[src/rtl/ipe_pkg.sv]
package ipe_pkg;
    localparam int unsigned MSG_WORDS = 4;
    localparam int unsigned OFF_W     = $clog2(MSG_WORDS);

    localparam logic [OFF_W-1:0] OFF_TARGET = 2'd0;
    localparam logic [OFF_W-1:0] OFF_CODE   = 2'd1;
    localparam logic [OFF_W-1:0] OFF_DATA1  = 2'd2;
    localparam logic [OFF_W-1:0] OFF_DATA2  = 2'd3;

    typedef enum logic [1:0] {
        BEAT_HDR  = 2'd0,
        BEAT_CODE = 2'd1,
        BEAT_D1   = 2'd2,
        BEAT_D2   = 2'd3
    } beat_e;
endpackage

[src/rtl/ipe_tx.sv]
module ipe_tx
    import ipe_pkg::*;
#(
    parameter int unsigned DATA_W  = 32,
    parameter int unsigned PE_ID_W = 6,
    parameter int unsigned TAG_W   = 2,
    parameter logic [TAG_W-1:0] TAG_VAL = 2'b10
) (
    input  logic              clk,
    input  logic              rst_n,
    input  logic              wr_en,
    input  logic [OFF_W-1:0]  wr_off,
    input  logic [DATA_W-1:0] wr_data,
    output logic              wr_stall,
    output logic              tx_rdy,
    output logic [DATA_W-1:0] tx_word,
    input  logic              tx_ack
);
    typedef struct packed {
        logic               busy;
        beat_e              beat;
        logic [PE_ID_W-1:0] target;
        logic [DATA_W-1:0]  code;
        logic [DATA_W-1:0]  data1;
        logic [DATA_W-1:0]  data2;
    } tx_state_t;

    tx_state_t st_d, st_q;
    logic [DATA_W-1:0] hdr_word;

    always_comb begin
        hdr_word = '0;
        hdr_word[DATA_W-1 -: TAG_W] = TAG_VAL;
        hdr_word[PE_ID_W-1:0]       = st_q.target;
    end

    always_comb begin
        st_d = st_q;
        if (!st_q.busy && wr_en) begin
            unique case (wr_off)
                OFF_TARGET: st_d.target = wr_data[PE_ID_W-1:0];
                OFF_CODE:   st_d.code   = wr_data;
                OFF_DATA1:  st_d.data1  = wr_data;
                default: begin
                    st_d.data2 = wr_data;
                    st_d.busy  = 1'b1;
                    st_d.beat  = BEAT_HDR;
                end
            endcase
        end
        if (st_q.busy && tx_ack) begin
            unique case (st_q.beat)
                BEAT_HDR:  st_d.beat = BEAT_CODE;
                BEAT_CODE: st_d.beat = BEAT_D1;
                BEAT_D1:   st_d.beat = BEAT_D2;
                default:   st_d.busy = 1'b0;
            endcase
        end
    end

    always_ff @(posedge clk) begin
        if (!rst_n) begin
            st_q <= '{busy: 1'b0, beat: BEAT_HDR, target: '0,
                      code: '0, data1: '0, data2: '0};
        end else begin
            st_q <= st_d;
        end
    end

    always_comb begin
        unique case (st_q.beat)
            BEAT_HDR:  tx_word = hdr_word;
            BEAT_CODE: tx_word = st_q.code;
            BEAT_D1:   tx_word = st_q.data1;
            default:   tx_word = st_q.data2;
        endcase
    end

    assign tx_rdy   = st_q.busy;
    assign wr_stall = st_q.busy;
endmodule

[src/rtl/ipe_rx.sv]
module ipe_rx
    import ipe_pkg::*;
#(
    parameter int unsigned DATA_W = 32,
    parameter int unsigned TAG_W  = 2,
    parameter logic [TAG_W-1:0] TAG_VAL = 2'b10
) (
    input  logic              clk,
    input  logic              rst_n,
    input  logic              rx_rdy,
    input  logic [DATA_W-1:0] rx_word,
    output logic              rx_ack,
    input  logic              buf_full,
    output logic              msg_load,
    output logic [DATA_W-1:0] msg_code,
    output logic [DATA_W-1:0] msg_p1,
    output logic [DATA_W-1:0] msg_p2
);
    typedef struct packed {
        beat_e             beat;
        logic [DATA_W-1:0] code;
        logic [DATA_W-1:0] p1;
    } rx_state_t;

    rx_state_t st_d, st_q;
    logic take;

    assign rx_ack = !buf_full;
    assign take   = rx_rdy && !buf_full;

    always_comb begin
        st_d     = st_q;
        msg_load = 1'b0;
        if (take) begin
            unique case (st_q.beat)
                BEAT_HDR: begin
                    if (rx_word[DATA_W-1 -: TAG_W] == TAG_VAL) st_d.beat = BEAT_CODE;
                end
                BEAT_CODE: begin
                    st_d.code = rx_word;
                    st_d.beat = BEAT_D1;
                end
                BEAT_D1: begin
                    st_d.p1   = rx_word;
                    st_d.beat = BEAT_D2;
                end
                default: begin
                    msg_load  = 1'b1;
                    st_d.beat = BEAT_HDR;
                end
            endcase
        end
    end

    always_ff @(posedge clk) begin
        if (!rst_n) begin
            st_q <= '{beat: BEAT_HDR, code: '0, p1: '0};
        end else begin
            st_q <= st_d;
        end
    end

    assign msg_code = st_q.code;
    assign msg_p1   = st_q.p1;
    assign msg_p2   = rx_word;
endmodule

[src/rtl/ipe_irq.sv]
module ipe_irq #(
    parameter int unsigned DATA_W = 32
) (
    input  logic              clk,
    input  logic              rst_n,
    input  logic              load,
    input  logic [DATA_W-1:0] in_code,
    input  logic [DATA_W-1:0] in_p1,
    input  logic [DATA_W-1:0] in_p2,
    output logic              full,
    output logic              irq_req,
    input  logic              irq_ack,
    output logic [DATA_W-1:0] irq_code,
    output logic [DATA_W-1:0] irq_p1,
    output logic [DATA_W-1:0] irq_p2
);
    typedef struct packed {
        logic              full;
        logic [DATA_W-1:0] code;
        logic [DATA_W-1:0] p1;
        logic [DATA_W-1:0] p2;
    } irq_state_t;

    irq_state_t st_d, st_q;

    always_comb begin
        st_d = st_q;
        if (st_q.full && irq_ack) st_d.full = 1'b0;
        if (load && !st_q.full) begin
            st_d.full = 1'b1;
            st_d.code = in_code;
            st_d.p1   = in_p1;
            st_d.p2   = in_p2;
        end
    end

    always_ff @(posedge clk) begin
        if (!rst_n) begin
            st_q <= '{full: 1'b0, code: '0, p1: '0, p2: '0};
        end else begin
            st_q <= st_d;
        end
    end

    assign full     = st_q.full;
    assign irq_req  = st_q.full;
    assign irq_code = st_q.code;
    assign irq_p1   = st_q.p1;
    assign irq_p2   = st_q.p2;
endmodule

[src/rtl/ipe_event_unit.sv]
module ipe_event_unit
    import ipe_pkg::*;
#(
    parameter int unsigned DATA_W  = 32,
    parameter int unsigned PE_ID_W = 6,
    parameter int unsigned TAG_W   = 2,
    parameter logic [TAG_W-1:0] TAG_VAL = 2'b10
) (
    input  logic              clk,
    input  logic              rst_n,
    input  logic              cpu_wr_en,
    input  logic [OFF_W-1:0]  cpu_wr_off,
    input  logic [DATA_W-1:0] cpu_wr_data,
    output logic              cpu_wr_stall,
    output logic              net_tx_rdy,
    output logic [DATA_W-1:0] net_tx_word,
    input  logic              net_tx_ack,
    input  logic              net_rx_rdy,
    input  logic [DATA_W-1:0] net_rx_word,
    output logic              net_rx_ack,
    output logic              irq_req,
    input  logic              irq_ack,
    output logic [DATA_W-1:0] irq_code,
    output logic [DATA_W-1:0] irq_param1,
    output logic [DATA_W-1:0] irq_param2
);
    logic              buf_full;
    logic              msg_load;
    logic [DATA_W-1:0] msg_code, msg_p1, msg_p2;

    ipe_tx #(.DATA_W(DATA_W), .PE_ID_W(PE_ID_W), .TAG_W(TAG_W), .TAG_VAL(TAG_VAL)) u_tx (
        .clk      (clk),
        .rst_n    (rst_n),
        .wr_en    (cpu_wr_en),
        .wr_off   (cpu_wr_off),
        .wr_data  (cpu_wr_data),
        .wr_stall (cpu_wr_stall),
        .tx_rdy   (net_tx_rdy),
        .tx_word  (net_tx_word),
        .tx_ack   (net_tx_ack)
    );

    ipe_rx #(.DATA_W(DATA_W), .TAG_W(TAG_W), .TAG_VAL(TAG_VAL)) u_rx (
        .clk      (clk),
        .rst_n    (rst_n),
        .rx_rdy   (net_rx_rdy),
        .rx_word  (net_rx_word),
        .rx_ack   (net_rx_ack),
        .buf_full (buf_full),
        .msg_load (msg_load),
        .msg_code (msg_code),
        .msg_p1   (msg_p1),
        .msg_p2   (msg_p2)
    );

    ipe_irq #(.DATA_W(DATA_W)) u_irq (
        .clk      (clk),
        .rst_n    (rst_n),
        .load     (msg_load),
        .in_code  (msg_code),
        .in_p1    (msg_p1),
        .in_p2    (msg_p2),
        .full     (buf_full),
        .irq_req  (irq_req),
        .irq_ack  (irq_ack),
        .irq_code (irq_code),
        .irq_p1   (irq_param1),
        .irq_p2   (irq_param2)
    );
endmodule

[config.mk]
export PLATFORM = sky130hd
export DESIGN_NAME = ipe_event_unit
export DESIGN_NICKNAME = d
export VERILOG_FILES = /design/src/rtl/ipe_pkg.sv /design/src/rtl/ipe_tx.sv /design/src/rtl/ipe_rx.sv /design/src/rtl/ipe_irq.sv /design/src/rtl/ipe_event_unit.sv
export SDC_FILE = /design/constraint.sdc
export NUM_CORES = 1
export LEC_CHECK = 0
export BUFFER_PORTS_ARGS = -buffer_cell sky130_fd_sc_hd__buf_2
export CORE_MARGIN = 10
export CORE_UTILIZATION = 45
export DETAILED_ROUTE_END_ITERATION = 7
export MAX_ROUTING_LAYER = met4
export PLACE_DENSITY = 0.67
export SYNTH_ARGS = -nofsm -noshare
export SYNTH_HDL_FRONTEND = slang
export SYNTH_SLANG_ARGS = --single-unit
[constraint.sdc]
create_clock -name clk -period 2 [get_ports clk]
set_clock_uncertainty 0.1 [all_clocks]
set_input_delay 0.1 -clock clk [delete_from_list [all_inputs] [get_ports clk]]
set_output_delay 0.1 -clock clk [all_outputs]
set_load 0.03 [all_outputs]
==> results.cfg, run 1 <==
[synth]
yosys.area.top_type = dfxtp_1
synth_top_area_share_pct = 49.6
synth_warnings = 0
synthTopCellsByArea = dfxtp_1 50%, nand2_1 18%, a21boi_0 11%
synth_cell_types = 37
syn_area_um2 = 10800
synth_nets = 1380
syn_area_per_cell_um2 = 8.31
ys_seq_elements = 268
synth-seq-area-share_pct = 49.6
syn_inst = 1300

[sta]
tightestPinTransition_ns = 0.484
setup_ws_ns = -0.255
max_freq_mhz = 443
relSlewSlack_pct = 67.7
min_period_ns = 2.26
fin_crit_sh_pct = 113
final-setup-viol-count = 31
hold_viol = 0
tns_ns = -2.60
slew_viol_final = 0
rsz0062_at_grt = true

[drt]
met1_length_um = 13300
drtAntennaViolNets = 0
top_layer_used = met4
drc = 0
via_per_inst = 5.06
route.met2.wl_um = 13900
post_drt_wl_per_cell_um = 15.6
wirelength_um = 29500
drtIter0Drc = 655
firstDrtPassIters = 5
wl_met3_um = 1620
via_count = 9520

[power_and_ir_drop]
clockPowerShare_pct = 46.7
p_sw_mw = 2.58
pwr-share-seq_pct = 46.9
p_total_mw = 11.7
intPower_mw = 9.14
combPwrFrac_pct = 6.4
power.leakage_nw = 5.38
powerDensity_nw_per_um2 = 824
switching_share_pct = 22.0
ir_worst_vdd_uv = 565

[placed_design]
dp_hpwl_um = 18500
port-buffer-count = 203
gp_congestion = 0.783

[clocking]
insertion_delay_ns = 0.54
clkTransAtPathRegs_ns = 0.06
cts_max_level = 1
cts_sinks = 268
tritoncts = yes
cts-root-buf = clkbuf_16
cts_buffers = 29
cts.path.max_buffers = 3

[worst_hold_path]
hold_path.class = in -> reg

[outcome]
status = finished with violations
violations = negative setup slack

[floorplanning]
rows = 56
start_util_pct = 45.9
die_h_um = 175
die-width_um = 175
fp.coreArea_um2 = 23500
dieArea_um2 = 30600
io_pins = 204

[cells_and_area]
syn2layout_area_growth_pct = 31.6
layout_commonest_cell = nand2_1
nets = 1619
drive_above_1_share_pct = 22.0
layout_common_cells = 515 x nand2_1, 266 x dfxtp_1, 170 x buf_2

[critical_path]
cp_data_required_time_ns = 1.80
critical-path-max-stage-delay_ns = 0.38
cp_cell_sequence = inv_4 > ha_4 > buf_12 > buf_8 > a222oi_1 > mux2i_1 > buf_4
cp_data_arrival_time_ns = 2.06
critPathBufInv = 4
cp_top_family = buffers and inverters
cp-end-kind = output pin
crit_slowest_cell = dfxtp_4
critPathKind = reg -> out
rrSetupSlack_ns = 0.31
path_max_fanout = 10
start_kind = flip-flop

[global_route]
track_usage_pct = 18.7
grt_max_degree = 71
antenna_found_initial = 2
first_global_vias = 8909
grt_pass1_wl_um = 47200
grt.overflow.total = 0

[job]
cap_violations = 0
## synthesized netlist by cell type
| cell type | number |
|---|---|
| nand2_1 | 515 |
| dfxtp_1 | 268 |
| a21boi_0 | 158 |
| a21boi_1 | 66 |
| o21ai_0 | 60 |
| clkbuf_1 | 39 |
| nand3_1 | 34 |
| buf_2 | 31 |
| a22oi_1 | 25 |
| buf_4 | 21 |
| inv_1 | 11 |
| buf_6 | 9 |
| ha_1 | 8 |
| mux2i_1 | 7 |
| a222oi_1 | 6 |
| o21ai_2 | 6 |
| buf_1 | 4 |
| nand3_2 | 4 |
| and3b_1 | 3 |
| clkbuf_2 | 3 |
| nand3b_1 | 3 |
| a21oi_1 | 2 |
| and4bb_2 | 2 |
| nand2b_1 | 2 |
| a21o_1 | 1 |
| a221o_1 | 1 |
| and2_1 | 1 |
| and4b_1 | 1 |
| mux2_2 | 1 |
| nand3b_2 | 1 |
| nand4_1 | 1 |
| nand4b_1 | 1 |
| nand4bb_1 | 1 |
| nor2b_1 | 1 |
| o311a_1 | 1 |
| o31ai_1 | 1 |
| or4b_4 | 1 |
## cell type report
cell class | instances | area, um2
Fill cell | 2061 | 9310
Sequential cell | 268 | 5370
Multi-Input combinational cell | 914 | 4990
Timing Repair Buffer | 315 | 2420
Clock buffer | 44 | 862
Tap cell | 319 | 399
Clock inverter | 10 | 135
Inverter | 11 | 46.3
Antenna cell | 2 | 5.00
## flip-flops by register name, summed over array words and instances (netlist names)
register,count
u_tx.hdr_word,6
u_irq.full,1
u_irq.irq_p1,32
u_rx.msg_p1,32
u_irq.irq_p2,32
u_irq.irq_code,32
u_tx.st_q,98
u_rx.msg_code,32
u_rx.st_q,2
u_tx.tx_rdy,1
## worst reg2reg max path, cell delays in order (launching register included)
cell and delay (ns):
dfxtp_4 0.37, buf_4 0.14, ha_2 0.20, buf_12 0.17
nand3b_1 0.25, o311a_1 0.35
## what timing repair did
action | 4_1_cts | 5_1_grt
hold endpoints to repair | 229 | 0
pin swaps | 11 | 24
gates cloned | 1 | 1
gates resized for setup | 46 | 77
hold buffers | 70 | 0
buffers inserted | 4 | 6
setup endpoints to repair | 32 | 32
## routing by layer
metal,vias to the layer above,GRT usage (%)
li1,4776,-
met1,4451,23.7
met2,248,30.1
met3,45,3.54
met4,0,4.63
met5,-,-
## worst paths after layout
check	from	endpoint	cells past startpoint
hold / removal	cpu_wr_en	u_tx.hdr_word[0]	3
setup reg to reg	u_tx.st_q[103]	u_tx.st_q[102]	5
hold reg to reg	u_rx.msg_p1[23]	u_irq.irq_p1[23]	2
setup / recovery	u_tx.st_q[103]	net_tx_word[0]	7
## kinds of logic after synthesis
logic type | count (synthesis) | synth area share (%)
simple gates | 571 | 21.3
compound gates | 327 | 21.5
flops | 268 | 49.6
buf+inv | 118 | 5.85
mux | 8 | 0.752
fa+ha+maj | 8 | 0.926
## stage by stage
step | util, % | hold WS, ns | instances | setup slack, ns | instance area [um2]
after floorplan | - | 0.130 | 1300 | 0.0247 | 10800
final | 60.4 | 0.0305 | 1883 | -0.255 | 14200
after CTS | 59.2 | 0.00669 | 1874 | -0.191 | 13900
after global placement | 51.3 | 0.249 | 1745 | 0.207 | 12100
after detailed placement | 51.3 | 0.260 | 1745 | 0.179 | 12100
after global routing | 60.4 | 0.0343 | 1883 | -0.348 | 14200
## power groups by stage
stage	Clock [mW]	Sequential, mW	Combinational, mW
after detailed placement	0	5.62	0.611
after CTS	5.58	5.50	0.736
after global placement	0	5.62	0.604
after global routing	5.80	5.51	0.817
final	5.48	5.50	0.746
after floorplan	0	5.61	0.374
Power figures use the tool's default switching activity.
==> inputs of run 2 (changes only) <==
Settings changed: ABC_AREA from default to 1.
==> results.cfg, run 2 <==
[outcome]
status = finished with violations
violations = negative setup slack

[clocking]
tritoncts = yes
clkTransAtPathRegs_ns = 0.06
cts.path.max_buffers = 3
insertion_delay_ns = 0.55
cts_buffers = 29
cts_sinks = 268
cts-root-buf = clkbuf_16
cts_max_level = 1

[power_and_ir_drop]
combPwrFrac_pct = 9.7
p_total_mw = 12.2
ir_worst_vdd_uv = 628
p_sw_mw = 2.99
clockPowerShare_pct = 44.2
switching_share_pct = 24.5
powerDensity_nw_per_um2 = 855
intPower_mw = 9.20
pwr-share-seq_pct = 46.1
power.leakage_nw = 5.92

[sta]
max_freq_mhz = 489
hold_viol = 0
slew_viol_final = 0
relSlewSlack_pct = 51.7
tightestPinTransition_ns = 0.725
tns_ns = -0.389
min_period_ns = 2.05
fin_crit_sh_pct = 102
setup_ws_ns = -0.0457
final-setup-viol-count = 17
rsz0062_at_grt = true

[drt]
firstDrtPassIters = 5
wirelength_um = 32200
via_per_inst = 5.04
drtIter0Drc = 742
via_count = 10500
drc = 0
drtAntennaViolNets = 0
post_drt_wl_per_cell_um = 15.5

[cells_and_area]
fillCellCount = 2097
layout_commonest_cell = nand2_1
ff_latch_area_um2 = 5370
layout_common_cells = 414 x nand2_1, 266 x dfxtp_1, 235 x nor2_1
drive_above_1_share_pct = 19.7
syn2layout_area_growth_pct = 31.3
largest_reg_flops = 98
nets = 1813
multi_input_area_um2 = 4910
top_register = u_tx.st_q
utilization_pct = 60.3
n_antenna_cell = 0

[synth]
syn_inst = 1506
synth_edf_count = 0
synth_cell_types = 22
ys_seq_elements = 268
syn_area_um2 = 10900
synth_common_cells = 415 x nand2_1, 268 x dfxtp_1, 235 x nor2_1
synth-seq-area-share_pct = 49.4
yosysMostFrequentCell = nand2_1
ys.flop_type = dfxtp_1
synthTopCellsByArea = dfxtp_1 49%, nand2_1 14%, a21oi_1 11%
synth_top_area_share_pct = 49.4
syn_area_per_cell_um2 = 7.21
synthArstFlopShare_pct = 0
yosys.area.top_type = dfxtp_1
synth_nets = 1586
synth_warnings = 0

[critical_path]
crit_slowest_cell = dfxtp_4
crit_start = u_tx.st_q[102]
cp_cell_sequence = inv_4 > ha_4 > buf_12 > a21oi_1 > a21oi_2 > buf_6
path_max_fanout = 8
rrSetupSlack_ns = 0.21
start_kind = flip-flop
timing.rr.end = u_tx.tx_rdy
cp-end-kind = output pin
critPathBufInv = 3
cp_data_required_time_ns = 1.80
cp_data_arrival_time_ns = 1.85
critPathKind = reg -> out
critical-path-max-stage-delay_ns = 0.38
cp_top_family = buffers and inverters
r2r_cells = 6
rr_startpoint = u_tx.st_q[102]

[worst_hold_path]
min_from = cpu_wr_off[0]
hold-path-endpoint = u_tx.hdr_word[0]
hold_path.class = in -> reg
hold_depth = 6

[placed_design]
dp_hpwl_um = 19900
dp_worst_setup_slack_ns = 0.261
gp_congestion = 0.790
port-buffer-count = 203

[global_route]
grt_pass1_wl_um = 51900
antenna_found_initial = 0
first_global_vias = 9805
grt.overflow.total = 0
grt_max_degree = 88
track_usage_pct = 20.5

[floorplanning]
die_h_um = 175
rows = 56
start_util_pct = 46.0
io_pins = 204
fp.coreArea_um2 = 23600
dieArea_um2 = 30700
die-width_um = 175

[job]
cap_violations = 0
-- run 2: cell types whose count changed after synthesis, moves of 66 or more --
cell      previous run  this run
nand2_1            515       415
nand3_1             34       168
a21oi_1              2       228
a21boi_0           158         0
nor2_1               0       235
a21boi_1            66         0
-- run 2: worst register-to-register path, cell delays in order (launching register included) --
cell	delay, ns
dfxtp_4	0.40
ha_4	0.17
buf_6	0.24
nand2_1	0.10
nand2_1	0.07
a21oi_1	0.06
dlygate4sd3_1	0.54
-- run 2: kinds of logic after synthesis --
logic type,count (synthesis),share of synthesized area (%)
AND/OR/NAND/NOR,827,31.1
flip-flops,268,49.4
AO/OA/AOI/OAI,235,10.9
buffers and inverters,168,7.68
adder cells (fa/ha/maj),8,0.922
-- run 2: how the worst max path moves through the flow --
stage / cells after the start / endpoint / slack (ns)
after floorplan: 6 / net_tx_word[1] / 0.27
after global placement: 5 / u_irq.irq_p2[13] / 0.33
after detailed placement: 5 / u_irq.irq_p2[11] / 0.26
after CTS: 7 / net_tx_word[10] / -0.08
after global routing: 6 / net_tx_word[22] / -0.11
final: 6 / net_tx_word[22] / -0.05
-- run 2: metrics by stage --
step	cells	hold slack [ns]	area, um2
6_report	2073	0.0376	14200
5_1_grt	2073	0.0542	14200
4_1_cts	2074	0.0198	14100
3_5_place_dp	1944	0.271	12000
3_3_place_gp	1944	0.261	12000
2_1_floorplan	1506	0.164	10900
-- run 2: layout make-up --
class	instances	share of cell area, %
clock inverters	9	0.773
repair buffers	314	16.9
well taps	319	2.80
flip-flops and latches	268	37.7
inverters	50	1.35
multi-input cells	1070	34.4
clock buffers	43	6.02
-- run 2: power groups by stage --
stage          clock network [mW]  logic, mW  registers (mW)
2_1_floorplan                   0      0.700            5.72
3_3_place_gp                    0      0.993            5.72
3_5_place_dp                    0       1.00            5.72
4_1_cts                      5.49       1.16            5.61
5_1_grt                      5.71       1.31            5.63
6_report                     5.39       1.18            5.61
-- run 2: layer usage --
layer  GRT usage [%]  up-vias  routed length, um
met3            3.69       55               1890
met4            5.05        0                767
met5               -        -                  0
met2            31.8      292              14900
met1            27.3     4848              14700
li1                -     5262                  -
-- run 2: timing repair --
action                                  CTS  global route
hold buffers                             71             0
resized for setup                        75            56
endpoints found under the hold margin   204             0
buffers inserted                          3             1
pin swaps                                 7            14
endpoints found under the setup margin   32            32
cloned                                    4             0
==> inputs of run 3 (changes only) <==
Settings changed: SKIP_CTS_REPAIR_TIMING from default to 1.
==> results.cfg, run 3 (same netlist as run 2, synthesis figures left out) <==
[cells_and_area]
instances_no_fill = 2074
nets = 1814
layout_commonest_cell = nand2_1
drive_above_1_share_pct = 19.8
layout_common_cells = 414 x nand2_1, 266 x dfxtp_1, 234 x nor2_1
n_antenna_cell = 0
syn2layout_area_growth_pct = 31.5
largest_reg_flops = 98
top_register = u_tx.st_q

[critical_path]
cp_data_required_time_ns = 1.80
rr_startpoint = u_tx.st_q[102]
path_max_fanout = 8
cp-end-kind = output pin
rrSetupSlack_ns = 0.22
timing.rr.end = u_tx.tx_rdy
r2r_cells = 6
start_kind = flip-flop
cp_data_arrival_time_ns = 1.84
critPathKind = reg -> out

[sta]
holdWs_ns = -0.0553
final-setup-viol-count = 15
tightestPinTransition_ns = 0.722
relSlewSlack_pct = 51.8
rsz0062_at_grt = true
slew_viol_final = 0
setup_ws_ns = -0.0448
hold_viol = 1
max_freq_mhz = 489
min_period_ns = 2.04
fin_crit_sh_pct = 102

[power_and_ir_drop]
ir_worst_vdd_uv = 638
powerDensity_nw_per_um2 = 854
power.leakage_nw = 5.93

[global_route]
first_global_vias = 9387
grt.overflow.total = 0
track_usage_pct = 19.5
antenna_found_initial = 0
grt_pass1_wl_um = 49400
grt_max_degree = 88

[worst_hold_path]
hold_depth = 4
min_from = cpu_wr_en
hold_path.class = in -> reg
hold-path-endpoint = u_tx.st_q[103]

[placed_design]
dp_worst_setup_slack_ns = 0.261
dp_hpwl_um = 19900
dpl.cell_count = 1944
gp_congestion = 0.790
port-buffer-count = 203

[clocking]
cts.path.max_buffers = 3
cts-root-buf = clkbuf_16
insertion_delay_ns = 0.55
clkTransAtPathRegs_ns = 0.06
tritoncts = yes
cts_buffers = 29
cts_sinks = 268
cts_max_level = 1

[drt]
firstDrtPassIters = 5
drtAntennaViolNets = 0
drc = 0
wirelength_um = 32400
drtIter0Drc = 847
via_per_inst = 5.07
via_count = 10500
post_drt_wl_per_cell_um = 15.6

[floorplanning]
rows = 56
start_util_pct = 46.0
dieArea_um2 = 30700
io_pins = 204
fp.coreArea_um2 = 23600
die-width_um = 175
die_h_um = 175

[outcome]
status = finished with violations
violations = negative hold slack, negative setup slack

[job]
cap_violations = 0
[run 3: cell types whose count changed in the layout (fill, tap and decap cells not counted), sizes merged]
cell,before,now
buf,243,242
clkbuf,43,46
dlygate4sd3,71,70
[run 3: stage by stage]
stage          total power, mW  TNS (ns)  utilization [%]  hold WS [ns]  instance area [um2]
2_1_floorplan             6.42         0                -         0.164                10900
3_3_place_gp              6.71         0             50.8         0.261                12000
3_5_place_dp              6.73         0             50.8         0.271                12000
4_1_cts                   12.1     -4.16             54.9        -0.304                13000
5_1_grt                   12.7     -2.04             60.4        0.0316                14300
6_report                  12.2    -0.319             60.4       -0.0553                14300
[run 3: routing by layer]
layer	share of wire [%]	routed length (um)	vias to the layer above	GRT usage, %
li1	-	-	5271	-
met1	46	14900	4868	26.6
met2	46	14800	319	29.3
met3	5.8	1870	62	3.67
met4	2.6	827	0	4.87
met5	0	0	-	-
[run 3: worst max-delay path by stage]
stage | from | to | slack, ns | depth (start not counted)
CTS | u_tx.st_q[102] | net_tx_word[0] | -0.24 | 6
floorplan | u_tx.st_q[102] | net_tx_word[1] | 0.27 | 6
global placement | u_rx.st_q[64] | u_irq.irq_p2[13] | 0.33 | 5
global route | u_tx.st_q[102] | net_tx_word[26] | -0.1 | 6
detailed placement | u_rx.st_q[64] | u_irq.irq_p2[11] | 0.26 | 5
finish | u_tx.st_q[102] | net_tx_word[26] | -0.04 | 6
[run 3: final cells by class]
class | instances | area (um2)
clock inverters | 9 | 110
repair buffers | 315 | 2400
fillers | 2103 | 9340
flip-flops and latches | 268 | 5370
clock buffers | 43 | 858
multi-input cells | 1070 | 4940
well taps | 319 | 399
inverters | 50 | 193
[run 3: critical path, cell delays in order, from the launching register on]
cell and delay [ns]:
dfxtp_4 0.38, inv_4 0.07, ha_4 0.25, buf_12 0.17, a21oi_2 0.06, a21oi_2 0.21, buf_6 0.16
[run 3: power breakdown]
| group | leakage, nW | internal (mW) | total (mW) | switching [mW] |
|---|---|---|---|---|
| Clock | 0.483 | 3.22 | 5.39 | 2.17 |
| Combinational | 3.27 | 0.466 | 1.19 | 0.728 |
| Sequential | 2.17 | 5.51 | 5.62 | 0.102 |
| Total | 5.93 | 9.20 | 12.2 | 3.00 |
